[src/rtl/ipu_pkg.sv]
package ipu_pkg;

  localparam int LINES_DEF = 8;
  localparam int IDX_W_DEF = 4;
  localparam int CNT_W_DEF = 32;

  typedef struct packed {
    logic ie;
    logic exl;
    logic erl;
  } gate_ctl_t;

  // The request may leave only when enabled and neither level bit is set.
  function automatic logic gate_open(gate_ctl_t c);
    return c.ie && !c.exl && !c.erl;
  endfunction

  // A request exists when some pending line is also unmasked.
  function automatic logic masked_any(logic [LINES_DEF-1:0] mask,
                                      logic [LINES_DEF-1:0] pend);
    return |(mask & pend);
  endfunction

  // The comparator fires on equality, except when both values are zero.
  function automatic logic cmp_hit(logic [CNT_W_DEF-1:0] cnt,
                                   logic [CNT_W_DEF-1:0] cmp);
    return (cnt == cmp) && (cnt != '0);
  endfunction

endpackage

[src/rtl/ipu_line_dec.sv]
module ipu_line_dec #(
  parameter int LINES = 8,
  parameter int IDX_W = 4
) (
  input  logic             clk,
  input  logic             rst_n,
  input  logic             vld_i,
  input  logic [IDX_W-1:0] idx_i,
  output logic [LINES-1:0] hot_o
);

  // One comparator per line; indexes past the last line match nothing.
  for (genvar g = 0; g < LINES; g++) begin : g_line
    localparam logic [IDX_W-1:0] MY_IDX = IDX_W'(g);
    assign hot_o[g] = vld_i && (idx_i == MY_IDX);
  end


  dec_single_chk: assert property (@(posedge clk) disable iff (!rst_n)
    $onehot0(hot_o));


  dec_idle_chk: assert property (@(posedge clk) disable iff (!rst_n)
    !vld_i |-> (hot_o == '0));

endmodule

[src/rtl/ipu_timer.sv]
module ipu_timer
  import ipu_pkg::*;
#(
  parameter int LINES = 8,
  parameter int CNT_W = 32,
  localparam int SEL_W = $clog2(LINES)
) (
  input  logic             clk,
  input  logic             rst_n,
  input  logic [CNT_W-1:0] count_i,
  input  logic [CNT_W-1:0] compare_i,
  input  logic             cmp_wr_i,
  input  logic [SEL_W-1:0] sel_i,
  output logic             match_o,
  output logic [LINES-1:0] set_o,
  output logic [LINES-1:0] clr_o
);

  logic [LINES-1:0] sel_hot;

  assign match_o = cmp_hit(count_i, compare_i);

  for (genvar g = 0; g < LINES; g++) begin : g_route
    localparam logic [SEL_W-1:0] MY_SEL = SEL_W'(g);
    assign sel_hot[g] = (sel_i == MY_SEL);
  end

  assign set_o = match_o  ? sel_hot : '0;
  assign clr_o = cmp_wr_i ? sel_hot : '0;


  tmr_zero_chk: assert property (@(posedge clk) disable iff (!rst_n)
    (count_i == '0) |-> (set_o == '0));


  tmr_wr_chk: assert property (@(posedge clk) disable iff (!rst_n)
    cmp_wr_i |-> ($countones(clr_o) == 1));

endmodule

[src/rtl/ipu_vector.sv]
module ipu_vector #(
  parameter int LINES = 8
) (
  input  logic             clk,
  input  logic             rst_n,
  input  logic [LINES-1:0] set_i,
  input  logic [LINES-1:0] clr_i,
  input  logic             wipe_i,
  output logic [LINES-1:0] q_o
);

  for (genvar g = 0; g < LINES; g++) begin : g_bit
    // Priority inside one cell: wipe, then clear, then set.
    always_ff @(posedge clk) begin
      if (!rst_n)         q_o[g] <= 1'b0;
      else if (wipe_i)    q_o[g] <= 1'b0;
      else if (clr_i[g])  q_o[g] <= 1'b0;
      else if (set_i[g])  q_o[g] <= 1'b1;
    end


    bit_set_chk: assert property (@(posedge clk) disable iff (!rst_n)
      (set_i[g] && !clr_i[g] && !wipe_i) |=> q_o[g]);


    bit_clr_chk: assert property (@(posedge clk) disable iff (!rst_n)
      clr_i[g] |=> !q_o[g]);


    bit_wipe_chk: assert property (@(posedge clk) disable iff (!rst_n)
      wipe_i |=> !q_o[g]);


    bit_hold_chk: assert property (@(posedge clk) disable iff (!rst_n)
      (!set_i[g] && !clr_i[g] && !wipe_i) |=> $stable(q_o[g]));
  end

endmodule

[src/rtl/ipu_gate.sv]
module ipu_gate
  import ipu_pkg::*;
#(
  parameter int LINES = 8
) (
  input  logic             clk,
  input  logic             rst_n,
  input  gate_ctl_t        ctl_i,
  input  logic [LINES-1:0] mask_i,
  input  logic [LINES-1:0] pend_i,
  output logic             irq_o
);

  logic want;

  assign want = gate_open(ctl_i) && masked_any(mask_i, pend_i);

  always_ff @(posedge clk) begin
    if (!rst_n) irq_o <= 1'b0;
    else        irq_o <= want;
  end


  gate_off_chk: assert property (@(posedge clk) disable iff (!rst_n)
    (!ctl_i.ie || ctl_i.exl || ctl_i.erl) |=> !irq_o);


  gate_mask_chk: assert property (@(posedge clk) disable iff (!rst_n)
    ((mask_i & pend_i) == '0) |=> !irq_o);


  gate_fire_chk: assert property (@(posedge clk) disable iff (!rst_n)
    (ctl_i.ie && !ctl_i.exl && !ctl_i.erl && ((mask_i & pend_i) != '0)) |=> irq_o);

endmodule

[src/rtl/irq_pend_unit.sv]
module irq_pend_unit
  import ipu_pkg::*;
#(
  parameter int LINES = LINES_DEF,
  parameter int IDX_W = IDX_W_DEF,
  parameter int CNT_W = CNT_W_DEF,
  localparam int SEL_W = $clog2(LINES)
) (
  input  logic             clk,
  input  logic             rst_n,
  input  logic             post_vld_i,
  input  logic [IDX_W-1:0] post_idx_i,
  input  logic             clr_vld_i,
  input  logic [IDX_W-1:0] clr_idx_i,
  input  logic             clr_all_i,
  input  logic             ie_i,
  input  logic             exl_i,
  input  logic             erl_i,
  input  logic [LINES-1:0] im_i,
  input  logic [SEL_W-1:0] tmr_sel_i,
  input  logic [CNT_W-1:0] count_i,
  input  logic [CNT_W-1:0] compare_i,
  input  logic             cmp_wr_i,
  output logic [LINES-1:0] pend_o,
  output logic             any_pend_o,
  output logic             irq_o
);

  logic [LINES-1:0] post_hot;
  logic [LINES-1:0] clr_hot;
  logic [LINES-1:0] tmr_set;
  logic [LINES-1:0] tmr_clr;
  logic [LINES-1:0] set_all;
  logic [LINES-1:0] clr_any;
  logic             tmr_match;
  gate_ctl_t        ctl;

  ipu_line_dec #(.LINES(LINES), .IDX_W(IDX_W)) u_post_dec (
    .clk(clk), .rst_n(rst_n), .vld_i(post_vld_i), .idx_i(post_idx_i), .hot_o(post_hot)
  );

  ipu_line_dec #(.LINES(LINES), .IDX_W(IDX_W)) u_clr_dec (
    .clk(clk), .rst_n(rst_n), .vld_i(clr_vld_i), .idx_i(clr_idx_i), .hot_o(clr_hot)
  );

  ipu_timer #(.LINES(LINES), .CNT_W(CNT_W)) u_timer (
    .clk(clk), .rst_n(rst_n), .count_i(count_i), .compare_i(compare_i),
    .cmp_wr_i(cmp_wr_i), .sel_i(tmr_sel_i), .match_o(tmr_match),
    .set_o(tmr_set), .clr_o(tmr_clr)
  );

  assign set_all = post_hot | tmr_set;
  assign clr_any = clr_hot | tmr_clr;

  ipu_vector #(.LINES(LINES)) u_vec (
    .clk(clk), .rst_n(rst_n), .set_i(set_all), .clr_i(clr_any),
    .wipe_i(clr_all_i), .q_o(pend_o)
  );

  assign ctl = '{ie: ie_i, exl: exl_i, erl: erl_i};

  ipu_gate #(.LINES(LINES)) u_gate (
    .clk(clk), .rst_n(rst_n), .ctl_i(ctl), .mask_i(im_i), .pend_i(pend_o), .irq_o(irq_o)
  );

  assign any_pend_o = |pend_o;


  top_cmpwr_chk: assert property (@(posedge clk) disable iff (!rst_n)
    cmp_wr_i |=> !pend_o[$past(tmr_sel_i)]);


  top_match_chk: assert property (@(posedge clk) disable iff (!rst_n)
    (tmr_match && !cmp_wr_i && !clr_all_i &&
     !(clr_vld_i && (clr_idx_i == IDX_W'(tmr_sel_i))))
    |=> pend_o[$past(tmr_sel_i)]);


  top_range_chk: assert property (@(posedge clk) disable iff (!rst_n)
    (post_vld_i && (post_idx_i >= IDX_W'(LINES)) && !clr_vld_i && !clr_all_i &&
     !cmp_wr_i && !tmr_match) |=> (pend_o == $past(pend_o)));


  top_wipe_chk: assert property (@(posedge clk) disable iff (!rst_n)
    clr_all_i |=> !any_pend_o);

endmodule

[config.mk]
export PLATFORM = sky130hd
export DESIGN_NAME = irq_pend_unit
export DESIGN_NICKNAME = d
export VERILOG_FILES = /design/src/rtl/ipu_pkg.sv /design/src/rtl/ipu_line_dec.sv /design/src/rtl/ipu_timer.sv /design/src/rtl/ipu_vector.sv /design/src/rtl/ipu_gate.sv /design/src/rtl/irq_pend_unit.sv
export SDC_FILE = /design/constraint.sdc
export NUM_CORES = 1
export LEC_CHECK = 0
export BUFFER_PORTS_ARGS = -buffer_cell sky130_fd_sc_hd__clkbuf_2
export CAP_MARGIN = 25
export CORE_AREA = 2 2 48 67
export CTS_CLUSTER_SIZE = 28
export DETAILED_ROUTE_END_ITERATION = 6
export DIE_AREA = 0 0 50 69
export PLACE_DENSITY = 0.82
export SETUP_SLACK_MARGIN = 0.4
export SLEW_MARGIN = 30
export SYNTH_ARGS = -nofsm -noshare
export SYNTH_HDL_FRONTEND = slang
export SYNTH_SLANG_ARGS = --single-unit
[constraint.sdc]
create_clock -name clk -period 3.8 [get_ports clk]
set_input_delay 0.76 -clock clk [delete_from_list [all_inputs] [get_ports clk]]
set_output_delay 0.76 -clock clk [all_outputs]
set_load 0.02 [all_outputs]
==> flow_metrics.tcl <==
set metrics [dict create \
    status "finished clean" \
    grt_pass1_vias 1492 \
    cp-end-kind "flop" \
    maxSlewViolCount 0 \
    timing_worst_slew_pin_value_ns 0.537 \
    slowest_stage "o21ai_1" \
    clock-sinks 9 \
    worstPathMaxFanout 8 \
    synthesis.nets 227 \
    start_util_pct 37.2 \
    overflow 0 \
    timing.setup.tns_ns 0 \
    drc 0 \
    path_cells "clkbuf_2 -> nor4_1 -> nand4_1 -> o21ai_1 -> o22ai_1" \
    synth_flop_cell "dfxtp_1" \
    rsz0062_at_grt "no" \
    yosysWarnings 0 \
    worstPathArrival_ns 2.01 \
    ys_ff_latch 9 \
    vias_per_cell 5.38 \
    area_growth_pct 55.5 \
    cts_buffers 3 \
    drtIter0Drc 24 \
    dpl.hpwl_um 3290 \
    wl_um 3630 \
    fmax_mhz 518 \
    hold_viol 0 \
    internal_power_uw 237 \
    hold_start "u_vec.q_o[1]" \
    r2r_slack_ns 2.78 \
    cts-root-buf "clkbuf_8" \
    gp_congestion 0.871 \
    grt_antenna_before_repair 0 \
    p_sw_uw 92.8 \
    fin_util_pct 57.9 \
    p_sw_share_pct 28.1 \
    final_net_count 331 \
    clkPwrFrac_pct 32.6 \
    synth_top_area_share_pct 26.4 \
    hold_buffers 0 \
    synth_area_leaders "xnor2_1 26%, dfxtp_1 17%, nand4_1 8.8%" \
    r2r_cells 3 \
    dr.pass1.iters 4 \
    die_y_um 69 \
    relSlewSlack_pct 64.0 \
    ctsResizeCount 0 \
    setup_viol 0 \
    dieArea_mm2 0.00345 \
    p_comb_share_pct 38.2 \
    skew_ns 0.000852 \
    netlist-cell-type-count 29 \
    htreeDepth 1 \
    yosysSeqAreaShare_pct 17.0 \
    r2r_start "u_vec.q_o[6]" \
    synth.avg_cell_area_um2 7.86 \
    cts_tree "built" \
    drtAntennaViolNets 0 \
    dpl.cell_count 271 \
    regArea_um2 180 \
    multiInputGateArea_um2 870 \
    ir_worst_vdd_mv 0.107 \
    total_power_uw 330 \
    yosys.area.top_type "xnor2_1" \
    synthCells 135 \
    coreArea_mm2 0.00285 \
    ctsLongestPathBuffers 2 \
    leakagePower_nw 0.774 \
    antenna_cells 0 \
    min_period_ns 1.93 \
    r2r_end "u_gate.irq_o" \
    insertion_delay_ns 0.23 \
    row_count 23 \
    clk_pin_slew_worst_paths_ns 0.04 \
    grt_use_total_pct 20.8 \
    crit_required_ns 3.88 \
    max_stage_delay_ns 0.47 \
    die_w_um 50 \
    min_path_type "flop to flop" \
    vias 1479 \
    hold_path_depth 3 \
    drive_gt1_share_pct 44.5 \
    seq_power_share_pct 29.2 \
    wl_per_cell_um 13.2 \
    cts_setup_buffers 0 \
    ys_async_sr_fraction_pct 0 \
    critPathLaunchType "input port" \
    synth_edf_count 0 \
    grt_pass1_wl_um 5740 \
    syn_area_mm2 0.00106 \
    path_class "input port to flop" \
    min_period_over_period_pct 50.8 \
    final_cells 275 \
    n_fill_cell 294 \
    max-cap-violations 0 \
    place.port_buffers 101 \
    grt_max_degree 11 \
    ioPinCount 102 \
    p_per_area_mw_per_mm2 200 \
    hold_end "u_vec.q_o[1]" \
]
## metrics by stage
stage	hold slack, ns	area (um^2)	worst slack (ns)
3_5_place_dp	0.591	1610	1.64
4_1_cts	0.602	1650	1.86
5_1_grt	0.641	1650	1.73
3_3_place_gp	0.581	1610	1.60
6_report	0.596	1650	1.87
2_1_floorplan	0.630	1060	2.01
## logic make-up (layout without fill, tap and decap cells)
| kind of cell | count (synthesis) | count (layout) | share of synthesized area (%) |
|---|---|---|---|
| XOR/XNOR | 32 | 32 | 26.4 |
| AO/OA/AOI/OAI | 30 | 30 | 19.8 |
| AND/OR/NAND/NOR | 61 | 61 | 35.7 |
| flip-flops | 9 | 9 | 17.0 |
| buffers and inverters | 3 | 106 | 1.06 |
## power by group through the flow
stage / Clock, mW / Sequential [mW] / Combinational [mW]
6_report: 0.107 / 0.0963 / 0.126
3_5_place_dp: 0 / 0.0979 / 0.126
3_3_place_gp: 0 / 0.0979 / 0.124
5_1_grt: 0.114 / 0.0962 / 0.138
4_1_cts: 0.110 / 0.0962 / 0.126
2_1_floorplan: 0 / 0.0986 / 0.0559
## per-layer routing
layer / vias up / global-route usage [%] / routed length [um] / part of all wire [%]
li1: 742 / - / - / -
met2: 80 / 42.3 / 2030 / 56
met1: 649 / 18.5 / 1190 / 33
met5: - / 0 / 0 / 0
met3: 8 / 3.46 / 322 / 8.9
met4: 0 / 9.57 / 85 / 2.3
## flip-flops by register name, indices dropped and copies added, names as in the netlist
name	flops
u_gate.irq_o	1
u_vec.q_o	8
## critical path: cells and delay by family
| kind | cells | cell delay, ns |
|---|---|---|
| simple gates | 2 | 0.54 |
| compound gates | 2 | 0.61 |
| buf+inv | 1 | 0.10 |
## placed cells by master (no fill, tap or decap)
| master | synthesis | routed |
|---|---|---|
| clkbuf_2 | 0 | 101 |
| xnor2_1 | 32 | 32 |
| nand4_1 | 15 | 15 |
| nor4_1 | 11 | 11 |
| dfxtp_1 | 9 | 9 |
| nand2_1 | 7 | 7 |
| o21ai_1 | 7 | 7 |
| a221oi_1 | 7 | 7 |
| nor2b_1 | 6 | 6 |
| a21o_1 | 5 | 5 |
| nor2_1 | 5 | 5 |
| nand3_1 | 4 | 4 |
| nor3b_1 | 3 | 3 |
| a31oi_1 | 3 | 3 |
| nand4b_1 | 3 | 3 |
| clkbuf_8 | 0 | 3 |
| and3_1 | 2 | 2 |
| a22oi_1 | 2 | 2 |
| nor4bb_1 | 1 | 1 |
| and2_1 | 1 | 1 |
| nand2b_1 | 1 | 1 |
| nor4_4 | 1 | 1 |
| o21ai_0 | 1 | 1 |
| inv_1 | 1 | 1 |
| and3b_1 | 1 | 1 |
| a21oi_1 | 1 | 1 |
| o22ai_1 | 1 | 1 |
| o2bb2ai_1 | 1 | 1 |
| a22o_1 | 1 | 1 |
| a31o_2 | 1 | 1 |
| clkbuf_1 | 2 | 1 |
## how the worst max path moves through the flow
stage                        from      endpoint  depth (start not counted)
floorplan           compare_i[23]  u_vec.q_o[2]                          5
global placement       count_i[4]  u_vec.q_o[4]                          5
detailed placement     count_i[4]  u_vec.q_o[5]                          5
CTS                    count_i[4]  u_vec.q_o[5]                          5
global route        compare_i[16]  u_vec.q_o[3]                          6
finish                 count_i[4]  u_vec.q_o[3]                          5
## synthesized netlist by cell type, types with 2 or more instances
cell,n
xnor2_1,32
nand4_1,15
nand2_1,7
a22oi_1,2
nor2_1,5
a31oi_1,3
a21o_1,5
clkbuf_1,2
a221oi_1,7
nand3_1,4
nor3b_1,3
dfxtp_1,9
nand4b_1,3
nor2b_1,6
and3_1,2
o21ai_1,7
nor4_1,11
## area by class of cell
type | count | area share (%)
well taps | 37 | 2.81
inverters | 1 | 0.227
multi-input cells | 123 | 52.7
flip-flops and latches | 9 | 10.9
repair buffers | 101 | 30.6
clock buffers | 4 | 2.73
No activity file was read; power rests on OpenSTA's default activity.
